<file path="config.mk">
export PLATFORM = sky130hd
export DESIGN_NAME = snoop_coh_ctrl
export DESIGN_NICKNAME = d
export VERILOG_FILES = /design/src/rtl/coh_pkg.sv /design/src/rtl/coh_line_array.sv /design/src/rtl/coh_snoop_resp.sv /design/src/rtl/coh_req_fsm.sv /design/src/rtl/snoop_coh_ctrl.sv
export SDC_FILE = /design/constraint.sdc
export NUM_CORES = 1
export LEC_CHECK = 0
export ABC_CLOCK_PERIOD_IN_PS = 9900
export BUFFER_PORTS_ARGS = -buffer_cell sky130_fd_sc_hd__buf_4
export CAP_MARGIN = 20
export CORE_UTILIZATION = 35
export DETAILED_ROUTE_END_ITERATION = 8
export GPL_TIMING_DRIVEN = 0
export HOLD_SLACK_MARGIN = 0.03
export PLACE_DENSITY_LB_ADDON = 0.1
export SLEW_MARGIN = 20
export SYNTH_ARGS = -nofsm -noshare
export SYNTH_HDL_FRONTEND = slang
export SYNTH_SLANG_ARGS = --single-unit
export TNS_END_PERCENT = 30
</file>
<file path="constraint.sdc">
create_clock -name clk -period 9.9 [get_ports clk]
set_input_delay 1.98 -clock clk [delete_from_list [all_inputs] [get_ports clk]]
set_output_delay 1.98 -clock clk [all_outputs]
set_load 0.005 [all_outputs]
</file>
<file path="src/rtl/coh_pkg.sv">
package coh_pkg;

  // Permission pair of one cache line: shr = shared copy, exc = exclusive owner.
  typedef struct packed {
    logic shr;
    logic exc;
  } line_bits_t;

  localparam line_bits_t LB_INV = '{shr: 1'b0, exc: 1'b0};
  localparam line_bits_t LB_SHR = '{shr: 1'b1, exc: 1'b0};
  localparam line_bits_t LB_EXC = '{shr: 1'b0, exc: 1'b1};

  typedef enum logic {
    ST_IDLE = 1'b0,
    ST_REQ  = 1'b1
  } req_st_e;

endpackage

</file>
<file path="src/rtl/coh_line_array.sv">
module coh_line_array
  import coh_pkg::*;
#(
  parameter int AW    = 8,
  parameter int IDX_W = 2,
  parameter int DW    = 32
) (
  input  logic                      clk,
  input  logic                      rst_n,
  // local lookup / fill / write port
  input  logic [AW-1:0]             cpu_addr,
  output logic                      cpu_tag_hit,
  output line_bits_t                cpu_bits,
  output logic [DW-1:0]             cpu_data,
  input  logic                      fill_en,
  input  line_bits_t                fill_bits,
  input  logic [DW-1:0]             fill_data,
  input  logic                      wr_en,
  input  logic [DW-1:0]             wr_data,
  // snoop lookup / update port
  input  logic [AW-1:0]             snp_addr,
  output logic                      snp_tag_hit,
  output line_bits_t                snp_bits,
  output logic [DW-1:0]             snp_data,
  input  logic                      snp_upd_en,
  input  line_bits_t                snp_upd_bits,
  // all permission pairs, for checking
  output logic [2*(1<<IDX_W)-1:0]   bits_flat
);

  localparam int LINES = 1 << IDX_W;
  localparam int TAG_W = AW - IDX_W;

  logic [TAG_W-1:0] tag_q  [LINES];
  logic [DW-1:0]    data_q [LINES];
  line_bits_t       bits_q [LINES];

  logic [IDX_W-1:0] cpu_idx, snp_idx;
  logic [TAG_W-1:0] cpu_tag, snp_tag;

  assign cpu_idx = cpu_addr[IDX_W-1:0];
  assign cpu_tag = cpu_addr[AW-1:IDX_W];
  assign snp_idx = snp_addr[IDX_W-1:0];
  assign snp_tag = snp_addr[AW-1:IDX_W];

  always_comb begin
    cpu_bits    = bits_q[cpu_idx];
    cpu_data    = data_q[cpu_idx];
    cpu_tag_hit = (|bits_q[cpu_idx]) && (tag_q[cpu_idx] == cpu_tag);
    snp_bits    = bits_q[snp_idx];
    snp_data    = data_q[snp_idx];
    snp_tag_hit = (|bits_q[snp_idx]) && (tag_q[snp_idx] == snp_tag);
  end

  for (genvar g = 0; g < LINES; g++) begin : g_line
    localparam logic [IDX_W-1:0] LINE_IDX = IDX_W'(g);
    logic sel_cpu, sel_snp;
    assign sel_cpu = (cpu_idx == LINE_IDX);
    assign sel_snp = (snp_idx == LINE_IDX);

    // permission bits: fill (own grant) and snoop update never share a cycle
    always_ff @(posedge clk or negedge rst_n) begin
      if (!rst_n) begin
        bits_q[g] <= LB_INV;
      end else if (fill_en && sel_cpu) begin
        bits_q[g] <= fill_bits;
      end else if (snp_upd_en && sel_snp) begin
        bits_q[g] <= snp_upd_bits;
      end
    end

    // tag and data need no reset: they are qualified by the bits
    always_ff @(posedge clk) begin
      if (fill_en && sel_cpu) begin
        tag_q[g]  <= cpu_tag;
        data_q[g] <= fill_data;
      end else if (wr_en && sel_cpu) begin
        data_q[g] <= wr_data;
      end
    end

    assign bits_flat[2*g +: 2] = bits_q[g];

    assert_bits_legal_R1: assert property (@(posedge clk) disable iff (!rst_n)
      !(bits_q[g].shr && bits_q[g].exc));
  end

endmodule

</file>
<file path="src/rtl/coh_snoop_resp.sv">
module coh_snoop_resp
  import coh_pkg::*;
#(
  parameter int AW    = 8,
  parameter int ID_W  = 1,
  parameter int MY_ID = 0
) (
  input  logic            clk,
  input  logic            rst_n,
  input  logic            bus_valid,
  input  logic [AW-1:0]   bus_addr,
  input  logic            bus_excl,
  input  logic [ID_W-1:0] bus_id,
  input  logic            bus_stall,
  input  logic            tag_hit,
  input  line_bits_t      bits,
  input  logic            cpu_lock,
  input  logic [AW-1:0]   lock_addr,
  output logic            snp_hit,
  output logic            snp_stall,
  output logic            upd_en,
  output line_bits_t      upd_bits
);

  logic foreign_req;

  always_comb begin
    foreign_req = bus_valid && (bus_id != ID_W'(MY_ID));
    snp_hit     = foreign_req && tag_hit;
    snp_stall   = snp_hit && bits.exc && cpu_lock && (lock_addr == bus_addr);
    upd_en      = snp_hit && !bus_stall;
    upd_bits    = bus_excl ? LB_INV : LB_SHR;
  end

  // a holder never changes its line while it is holding the requester off
  assert_no_update_while_stalling_R9: assert property (@(posedge clk) disable iff (!rst_n)
    upd_en |-> !snp_stall);

endmodule

</file>
<file path="src/rtl/coh_req_fsm.sv">
module coh_req_fsm
  import coh_pkg::*;
#(
  parameter int ID_W  = 1,
  parameter int MY_ID = 0
) (
  input  logic            clk,
  input  logic            rst_n,
  input  logic            cpu_req_valid,
  input  logic            cpu_req_excl,
  input  logic            cpu_req_we,
  input  logic            tag_hit,
  input  line_bits_t      bits,
  input  logic            conflict,
  input  logic            bus_valid,
  input  logic [ID_W-1:0] bus_id,
  input  logic            bus_stall,
  output logic            cpu_done,
  output logic            req_valid,
  output logic            fill_en,
  output line_bits_t      fill_bits,
  output logic            wr_en
);

  req_st_e st_q, st_d;
  logic    perm_ok, local_hit, granted;

  always_comb begin
    perm_ok   = cpu_req_excl ? bits.exc : (bits.shr | bits.exc);
    local_hit = cpu_req_valid && tag_hit && perm_ok;
    granted   = (st_q == ST_REQ) && bus_valid && (bus_id == ID_W'(MY_ID)) && !bus_stall;

    cpu_done  = (st_q == ST_IDLE) && local_hit && !conflict;
    req_valid = (st_q == ST_REQ);
    fill_en   = granted;
    fill_bits = cpu_req_excl ? LB_EXC : LB_SHR;
    wr_en     = cpu_done && cpu_req_we && cpu_req_excl;

    st_d = st_q;
    unique case (st_q)
      ST_IDLE: if (cpu_req_valid && !local_hit) st_d = ST_REQ;
      ST_REQ:  if (granted)                     st_d = ST_IDLE;
      default: st_d = ST_IDLE;
    endcase
  end

  always_ff @(posedge clk or negedge rst_n) begin
    if (!rst_n) st_q <= ST_IDLE;
    else        st_q <= st_d;
  end

  // a bus request only ever starts from a pending local access
  assert_req_from_cpu_R3: assert property (@(posedge clk) disable iff (!rst_n)
    $rose(req_valid) |-> $past(cpu_req_valid));

endmodule

</file>
<file path="src/rtl/snoop_coh_ctrl.sv">
module snoop_coh_ctrl
  import coh_pkg::*;
#(
  parameter int AW    = 8,
  parameter int IDX_W = 2,
  parameter int DW    = 32,
  parameter int ID_W  = 1,
  parameter int MY_ID = 0
) (
  input  logic            clk,
  input  logic            rst_n,
  input  logic            cpu_req_valid,
  input  logic [AW-1:0]   cpu_req_addr,
  input  logic            cpu_req_excl,
  input  logic            cpu_req_we,
  input  logic [DW-1:0]   cpu_wdata,
  input  logic            cpu_lock,
  output logic            cpu_done,
  output logic [DW-1:0]   cpu_rdata,
  output logic            req_valid,
  output logic [AW-1:0]   req_addr,
  output logic            req_excl,
  output logic [ID_W-1:0] req_id,
  input  logic            bus_valid,
  input  logic [AW-1:0]   bus_addr,
  input  logic            bus_excl,
  input  logic [ID_W-1:0] bus_id,
  input  logic            bus_stall,
  input  logic [DW-1:0]   bus_data,
  output logic            snp_hit,
  output logic            snp_stall,
  output logic [DW-1:0]   snp_data
);

  localparam int LINES = 1 << IDX_W;

  // asynchronous assert, synchronous release
  logic rst_meta_n, rst_sync_n;
  always_ff @(posedge clk or negedge rst_n) begin
    if (!rst_n) begin
      rst_meta_n <= 1'b0;
      rst_sync_n <= 1'b0;
    end else begin
      rst_meta_n <= 1'b1;
      rst_sync_n <= rst_meta_n;
    end
  end

  logic                   cpu_tag_hit, snp_tag_hit;
  line_bits_t             cpu_bits, snp_bits, fill_bits, upd_bits;
  logic [DW-1:0]          cpu_line_data, snp_line_data;
  logic                   fill_en, wr_en, upd_en, conflict;
  logic [2*LINES-1:0]     bits_flat;
  logic [IDX_W-1:0]       cpu_idx, snp_idx;

  assign cpu_idx  = cpu_req_addr[IDX_W-1:0];
  assign snp_idx  = bus_addr[IDX_W-1:0];
  assign conflict = upd_en && (snp_idx == cpu_idx);

  coh_line_array #(.AW(AW), .IDX_W(IDX_W), .DW(DW)) u_array (
    .clk          (clk),
    .rst_n        (rst_sync_n),
    .cpu_addr     (cpu_req_addr),
    .cpu_tag_hit  (cpu_tag_hit),
    .cpu_bits     (cpu_bits),
    .cpu_data     (cpu_line_data),
    .fill_en      (fill_en),
    .fill_bits    (fill_bits),
    .fill_data    (bus_data),
    .wr_en        (wr_en),
    .wr_data      (cpu_wdata),
    .snp_addr     (bus_addr),
    .snp_tag_hit  (snp_tag_hit),
    .snp_bits     (snp_bits),
    .snp_data     (snp_line_data),
    .snp_upd_en   (upd_en),
    .snp_upd_bits (upd_bits),
    .bits_flat    (bits_flat)
  );

  coh_snoop_resp #(.AW(AW), .ID_W(ID_W), .MY_ID(MY_ID)) u_snoop (
    .clk       (clk),
    .rst_n     (rst_sync_n),
    .bus_valid (bus_valid),
    .bus_addr  (bus_addr),
    .bus_excl  (bus_excl),
    .bus_id    (bus_id),
    .bus_stall (bus_stall),
    .tag_hit   (snp_tag_hit),
    .bits      (snp_bits),
    .cpu_lock  (cpu_lock),
    .lock_addr (cpu_req_addr),
    .snp_hit   (snp_hit),
    .snp_stall (snp_stall),
    .upd_en    (upd_en),
    .upd_bits  (upd_bits)
  );

  coh_req_fsm #(.ID_W(ID_W), .MY_ID(MY_ID)) u_req (
    .clk           (clk),
    .rst_n         (rst_sync_n),
    .cpu_req_valid (cpu_req_valid),
    .cpu_req_excl  (cpu_req_excl),
    .cpu_req_we    (cpu_req_we),
    .tag_hit       (cpu_tag_hit),
    .bits          (cpu_bits),
    .conflict      (conflict),
    .bus_valid     (bus_valid),
    .bus_id        (bus_id),
    .bus_stall     (bus_stall),
    .cpu_done      (cpu_done),
    .req_valid     (req_valid),
    .fill_en       (fill_en),
    .fill_bits     (fill_bits),
    .wr_en         (wr_en)
  );

  assign cpu_rdata = cpu_line_data;
  assign req_addr  = cpu_req_addr;
  assign req_excl  = cpu_req_excl;
  assign req_id    = ID_W'(MY_ID);
  assign snp_data  = snp_hit ? snp_line_data : '0;

  // a granted exclusive fill leaves the line owned exclusively
  assert_fill_owns_R6: assert property (@(posedge clk) disable iff (!rst_sync_n)
    (fill_en && req_excl) |=> (bits_flat[2*$past(cpu_idx) +: 2] == 2'b01));

  // a snooped exclusive request leaves the holder's line invalid
  assert_snoop_excl_invalidates_R6: assert property (@(posedge clk) disable iff (!rst_sync_n)
    (upd_en && bus_excl) |=> (bits_flat[2*$past(snp_idx) +: 2] == 2'b00));

  // a snooped shared request leaves the holder with a shared-only copy
  assert_snoop_shared_demotes_R5: assert property (@(posedge clk) disable iff (!rst_sync_n)
    (upd_en && !bus_excl) |=> (bits_flat[2*$past(snp_idx) +: 2] == 2'b10));

endmodule

</file>
## After elaboration in Yosys (flattened, before gate mapping)

Memory sizes are Yosys's and may differ from the RTL's.
Cells that the tools add are included.

- Word-level logic and storage cells: 145
- Latch bits: 0
- Output and inout port bits: 78
- Memories kept: 2
- RAM bits: 152
- Register bits after elaboration: 11
- Bits in read-only memories: 0

- Multiply operators: 0
- Bitwise gates (word level): 9
- Div/mod/pow operators: 0
- Reductions and logical operators: 48
- Add/sub/neg operators: 0
- Equality and inequality tests: 10
- Order comparisons: 2
- Multiplexer cells: 63
- Shift-type cells: 0

Memory list:

| name | depth | bits a word | read ports | clocked after memory_dff | write ports | line | source |
|---|---|---|---|---|---|---|---|
| u_array.data_q | 4 | 32 | 2 | 0 | 1 | coh_line_array.sv:35 | `logic [DW-1:0] data_q [LINES];` |
| u_array.tag_q | 4 | 6 | 2 | 0 | 1 | coh_line_array.sv:34 | `logic [TAG_W-1:0] tag_q [LINES];` |

Operator list:

| kind | count |
|---|---|
| $mux 32 | 8 |
| $reduce_or 32->1 | 3 |
| $mux 2 | 20 |
| $logic_and 1x1->1 | 31 |
| $mux 1 | 29 |
| $mux 6 | 3 |
| $reduce_or 6->1 | 3 |
| $eq 6x6->1 | 2 |
| $bmux 2 s2 | 2 |
| $eq 2x2->1 const B | 4 |
| $eq 8x8->1 | 1 |
| $reduce_bool 2->1 | 4 |
| $ge 3x3->1 const B | 2 |
| $not 2->3 | 2 |
| $or 1x1->1 | 5 |
| $eq 2x1->1 const B | 2 |
| $logic_not 2->1 | 2 |
| $reduce_or 2->1 | 2 |
| $logic_not 1->1 | 3 |
| $eq 2x2->1 | 1 |
| $not 1->1 | 2 |
| $pmux 1 s2 | 1 |

## Longest topological paths before layout

- Depth in word-level cells: 22
- Depth in mapped cells: 10

## Modules after synthesis

From an unflattened synthesis, not the netlist that was laid out.

- Cell total of the unflattened synthesis: 552
- Area, all modules: 9258.9 sq um

Modules (own cells, without submodules):

| module | times used | area an instance (sq um) | sequential area each (sq um) | cells an instance |
|---|---|---|---|---|
| coh_line_array | 1 | 8613.3 | 4764.6 | 469 |
| snoop_coh_ctrl | 1 | 411.6 | 50.0 | 52 |
| coh_snoop_resp | 1 | 127.6 | 0.0 | 18 |
| coh_req_fsm | 1 | 106.4 | 25.0 | 13 |

## Worst setup path after synthesis

OpenSTA, ideal clock, no wires.

- Kind: input to register
- Start: input port bus_addr[1]
- End: memory u_array.data_q[3][0] (enable)
- Path slack: 3.249 ns
- Stages: 9
- Library setup time: 0.466 ns
- Arrival: 6.185 ns
- Required time: 9.434 ns
- Path buffers: 4
- Cell sequence: clkbuf_1 -> clkbuf_1 -> mux4_2 -> o21ai_0 -> or4_1 -> clkbuf_1 -> clkbuf_1 -> o211ai_1 -> o21ai_0

- Longest elaborated chain between the ends: 22

Ends and longest elaborated chain:

| item | line | source |
|---|---|---|
| from (decl) | snoop_coh_ctrl.sv:25 | `input logic [AW-1:0] bus_addr,` |
| $not 2->3 (implied by the code) | coh_line_array.sv:52 | `snp_tag_hit = (\|bits_q[snp_idx]) && (tag_q[snp_idx] == snp_tag);` |
| $bmux 2 s2 | coh_line_array.sv:52 |  |
| $mux 2 (2 in a row) | n/a |  |
| $reduce_or 2->1 | coh_line_array.sv:52 |  |
| $logic_and 1x1->1 | coh_line_array.sv:52 |  |
| $logic_and 1x1->1 | coh_snoop_resp.sv:29 | `snp_hit = foreign_req && tag_hit;` |
| $logic_and 1x1->1 | coh_snoop_resp.sv:31 | `upd_en = snp_hit && !bus_stall;` |
| $logic_and 1x1->1 * | snoop_coh_ctrl.sv:58 | `assign conflict = upd_en && (snp_idx == cpu_idx);` |
| [2 not listed] | n/a |  |
| $logic_and 1x1->1 * (2 in a row) | coh_req_fsm.sv:37 | `wr_en = cpu_done && cpu_req_we && cpu_req_excl;` |
| $logic_and 1x1->1 | coh_line_array.sv:77 | `end else if (wr_en && sel_cpu) begin` |
| $mux 1 | coh_line_array.sv:77 |  |
| $mux 1 | coh_line_array.sv:74 | `if (fill_en && sel_cpu) begin` |
| $mux 1 (implied by the code) | coh_line_array.sv:78 | `data_q[g] <= wr_data;` |
| $or 1x1->1 (no source line) | n/a |  |
| $reduce_or 32->1 (no source line) | n/a |  |
| $mux 2 (no source line) / $mux 1 (equally long branches) (3 in a row) | n/a |  |
| to (decl) | coh_line_array.sv:35 |  |

Every way passes the cells marked *; elsewhere a longest branch is shown, timed or not. The select of a mux whose other input is x is not followed.

## Final worst setup path

- Start: input port bus_addr[1]
- End: output port snp_data[9]

- Longest elaborated chain between the ends: 8

Ends and longest elaborated chain:

| item | line | source |
|---|---|---|
| $not 2->3 (implied by the code) | coh_line_array.sv:52 |  |
| $bmux 2 s2 | coh_line_array.sv:52 |  |
| $mux 2 (2 in a row) | n/a |  |
| $reduce_or 2->1 | coh_line_array.sv:52 |  |
| $logic_and 1x1->1 | coh_line_array.sv:52 |  |
| $logic_and 1x1->1 | coh_snoop_resp.sv:29 |  |
| $mux 32 * | snoop_coh_ctrl.sv:122 | `assign snp_data = snp_hit ? snp_line_data : '0;` |
| to (decl) | snoop_coh_ctrl.sv:32 | `output logic [DW-1:0] snp_data` |

Marks and branches as above.

==> impl_metrics.csv <==
group,metric,value,unit
run_status,status,"finished with violations",
run_status,violations,"design-rule violations",
cts,clk_pin_slew,60,ps
global_routing,grt.total_usage,20.1,%
die,die-area,27300,sq um
timing,hold_viol_final,0,
power_and_ir_drop,internal_power,1.25,mW
die,die_x,165,microns
detailed_routing,wl_per_cell,23.3,microns
min_path,holdCritPathClass,"reg -> async",
global_routing,grt_max_degree,22,
timing,fin_crit_sh,77.9,%
cells_and_area,n_fill_cell,2409,
detailed_routing,wl_met1,11100,microns
critical_path,r2r_cells,9,
die,die_h,165,microns
detailed_routing,ant_nets,0,
cells_and_area,final_layout_size_suffix_gt1_share,50.4,%
power_and_ir_drop,clkPwrFrac,40.0,%
die,pin_count,168,
placed_design,place_congestion,0.838,
cts,h-tree-depth,4,
cts,clk_latency,430,ps
detailed_routing,drc,24,
cts,postCtsHoldBufs,0,
synth,ys_warn_count,0,
power_and_ir_drop,powerDensity,138,nW/um^2
power_and_ir_drop,comb_power_share,12.0,%
synth,synth_area,9330,sq um
synth,synth_compound_area_share,2.92,%
power_and_ir_drop,total_power,1.63,mW
critical_path,reg2reg_to,"u_array.data_q[0][26]",
synth,ys_top_cells_by_count,"edfxtp_1, mux2_2, mux4_2",
cells_and_area,diodes,0,
synth,synth_area_leaders,"edfxtp_1, mux4_2, mux2_2",
synth,synth_mux_area_share,34.4,%
synth,yosys.area.top_type,"edfxtp_1",
power_and_ir_drop,p_leak,4.27,nW
cts,postCtsSetupBuffers,0,
cells_and_area,stdcell_count,1126,
job,drv_cap,0,
global_routing,grt_pass1_wl,39000,microns
synth,synthXorXnorAreaFrac,1.78,%
cts,clockBufferDepth,2,
synth,ys_seq_area_share,51.9,%
synth,avgSynthCellArea,15.8,sq um
timing,max_freq,130,MHz
timing,maxSlewHeadroom,37.0,%
power_and_ir_drop,p_switching,0.380,mW
cells_and_area,area_delta_synth_final,26.0,%
timing,rsz0062_at_grt,"false",
power_and_ir_drop,p_seq_share,48.0,%
cells_and_area,stdcell_area,11800,sq um
critical_path,worstSetupStartpointType,"primary input",
synth,synth_fp_nets,680,
critical_path,end_kind,"output pin",
synth,synth_top_family_by_area,"multiplexers",
synth,ys_ff_latch,163,
critical_path,crit_fanout,10,
cts,root_buffer,"clkbuf_16",
global_routing,grt_pass1_vias,6529,
synth,synth_edf_count,152,
cells_and_area,fin_util,45.0,%
critical_path,slowest_delay,600,ps
placed_design,dp_hpwl,17900,microns
placed_design,portBuffers,162,
cells_and_area,fin_nets,868,
synth,synth-simple-area-share,5.74,%
synth,synthAdderAreaFrac,0,%
power_and_ir_drop,switching_share,23.3,%
power_and_ir_drop,ir_drop,0.0915,mV
cts,cts_inserted_buffers,17,
die,rows,59,
critical_path,cp.arrival,5730,ps
detailed_routing,top_layer,"met4",
critical_path,worstSetupPathType,"in -> out",
timing,fin_skew,13.3,ps
timing,worst_pin_slew,945,ps
timing,worst_slack,2190,ps
global_routing,overflow,0,
detailed_routing,wl_met2,13500,microns
timing,drv_slew,0,
placed_design,placedCellCount,1094,
detailed_routing,vias,6003,
critical_path,cp.required,7920,ps
cts,cts.sinks,163,
die,initial_core_util,35.7,%
detailed_routing,drtIter0Drc,421,
critical_path,cpMostUsedCell,"clkbuf_1",
synth,yosysMostFrequentCell,"edfxtp_1",
placed_design,place_ws,2170,ps
timing,period_needed,7710,ps
critical_path,crit_chain,"clkbuf_1 > clkbuf_1 > mux4_2 > o21ai_0 > or4_1 > clkbuf_1 > clkbuf_1 > clkinv_1 > clkbuf_1 > and2_1 > buf_4",
critical_path,r2r_setup_slack,6110,ps
synth,async_reset_ff_share,6.75,%
synth,yosys.area.top_type_share,48.9,%
placed_design,placed_area,11200,sq um
cts,cts_tree,"done",
detailed_routing,wl_met3,1440,microns
synth,ys_types,46,
detailed_routing,detail_route.vias_per_cell,5.33,
detailed_routing,totalWireLength,26300,microns
timing,setup_viol,0,
global_routing,antenna_found_initial,0,
critical_path,cp_slowest_cell,"clkbuf_1",
synth,postSynthCellCount,590,
die,core_area,26100,sq um
detailed_routing,first_pass_iters,7,
cts,cts_resized,0,
critical_path,r2r-start,"u_array.tag_q[2][1]",
synth,synth_ff_type,"edfxtp_1",
power groups by stage:
stage / registers (mW) / logic (mW) / clock network [mW]
after global routing: 0.782 / 0.213 / 0.688
after CTS: 0.780 / 0.198 / 0.662
after global placement: 0.795 / 0.189 / 0
final: 0.781 / 0.195 / 0.651
after detailed placement: 0.795 / 0.197 / 0
after floorplan: 0.791 / 0.108 / 0
registers in the layout, indices dropped and copies added (netlist names):
name,count
u_array.data_q,128
u_array.tag_q,24
u_array.bits_flat,8
rst_meta_n,1
rst_sync_n,1
u_req.req_valid,1
per-stage QoR:
| step | setup TNS, ps | hold WS, ps |
|---|---|---|
| 2_1_floorplan | 0 | 108 |
| 3_3_place_gp | -39910 | 175 |
| 3_5_place_dp | 0 | 185 |
| 4_1_cts | 0 | 197 |
| 5_1_grt | 0 | 224 |
| 6_report | 0 | 184 |
layout make-up:
class | instances | area [sq um] | share of cell area (%)
Sequential cell | 163 | 4840 | 41.2
Multi-Input combinational cell | 366 | 4230 | 36.0
Timing Repair Buffer | 169 | 1400 | 11.9
Clock buffer | 19 | 433 | 3.68
Tap cell | 335 | 419 | 3.57
Buffer | 50 | 256 | 2.18
Clock inverter | 13 | 135 | 1.15
Inverter | 11 | 41.3 | 0.351
cells in the final DEF (no fill, tap or decap), drive strengths merged, types with 2 or more instances in the layout:
| cell | instances |
|---|---|
| buf | 196 |
| inv | 11 |
| mux4 | 74 |
| conb | 2 |
| nor3 | 5 |
| mux2i | 10 |
| nand2b | 5 |
| o211ai | 6 |
| nand3 | 8 |
| edfxtp | 152 |
| nand2 | 19 |
| nor2b | 2 |
| xnor2 | 19 |
| bufinv | 2 |
| and2 | 36 |
| clkbuf | 42 |
| or4 | 3 |
| o22ai | 2 |
| a21oi | 2 |
| clkinv | 9 |
| dfrtp | 11 |
| a221oi | 2 |
| nand4 | 3 |
| clkinvlp | 2 |
| o21ai | 13 |
| mux2 | 128 |
| nor2 | 10 |
worst max path at each step:
stage                      from                     to  slack (ps)  cells past startpoint
global route        bus_addr[1]            snp_data[9]        2000                     11
global placement    bus_addr[1]  u_array.data_q[3][18]        -490                      9
detailed placement  bus_addr[1]            snp_data[9]        2170                     11
floorplan           bus_addr[1]   u_array.data_q[3][0]        3250                      9
CTS                 bus_addr[1]            snp_data[9]        2160                     11
finish              bus_addr[1]            snp_data[9]        2190                     11
worst max-delay path, delay by kind of cell:
| family | cells | cell delay, ps |
|---|---|---|
| mux | 1 | 420 |
| compound gates | 1 | 160 |
| buf+inv | 7 | 2700 |
| simple gates | 2 | 460 |
per-layer routing:
metal | vias to the layer above | GRT usage [%]
met2 | 192 | 35.4
met3 | 18 | 4.55
met1 | 3065 | 24.7
li1 | 2728 | -
met5 | - | 0
met4 | 0 | 4.84
logic make-up (layout without fill, tap and decap cells):
kind of cell	after synthesis	in the layout
compound gates	35	35
flops	163	163
mux	212	212
simple gates	98	98
other cells	2	2
buf+inv	61	262
xor+xnor	19	19
(Power assumes the default switching activity.)
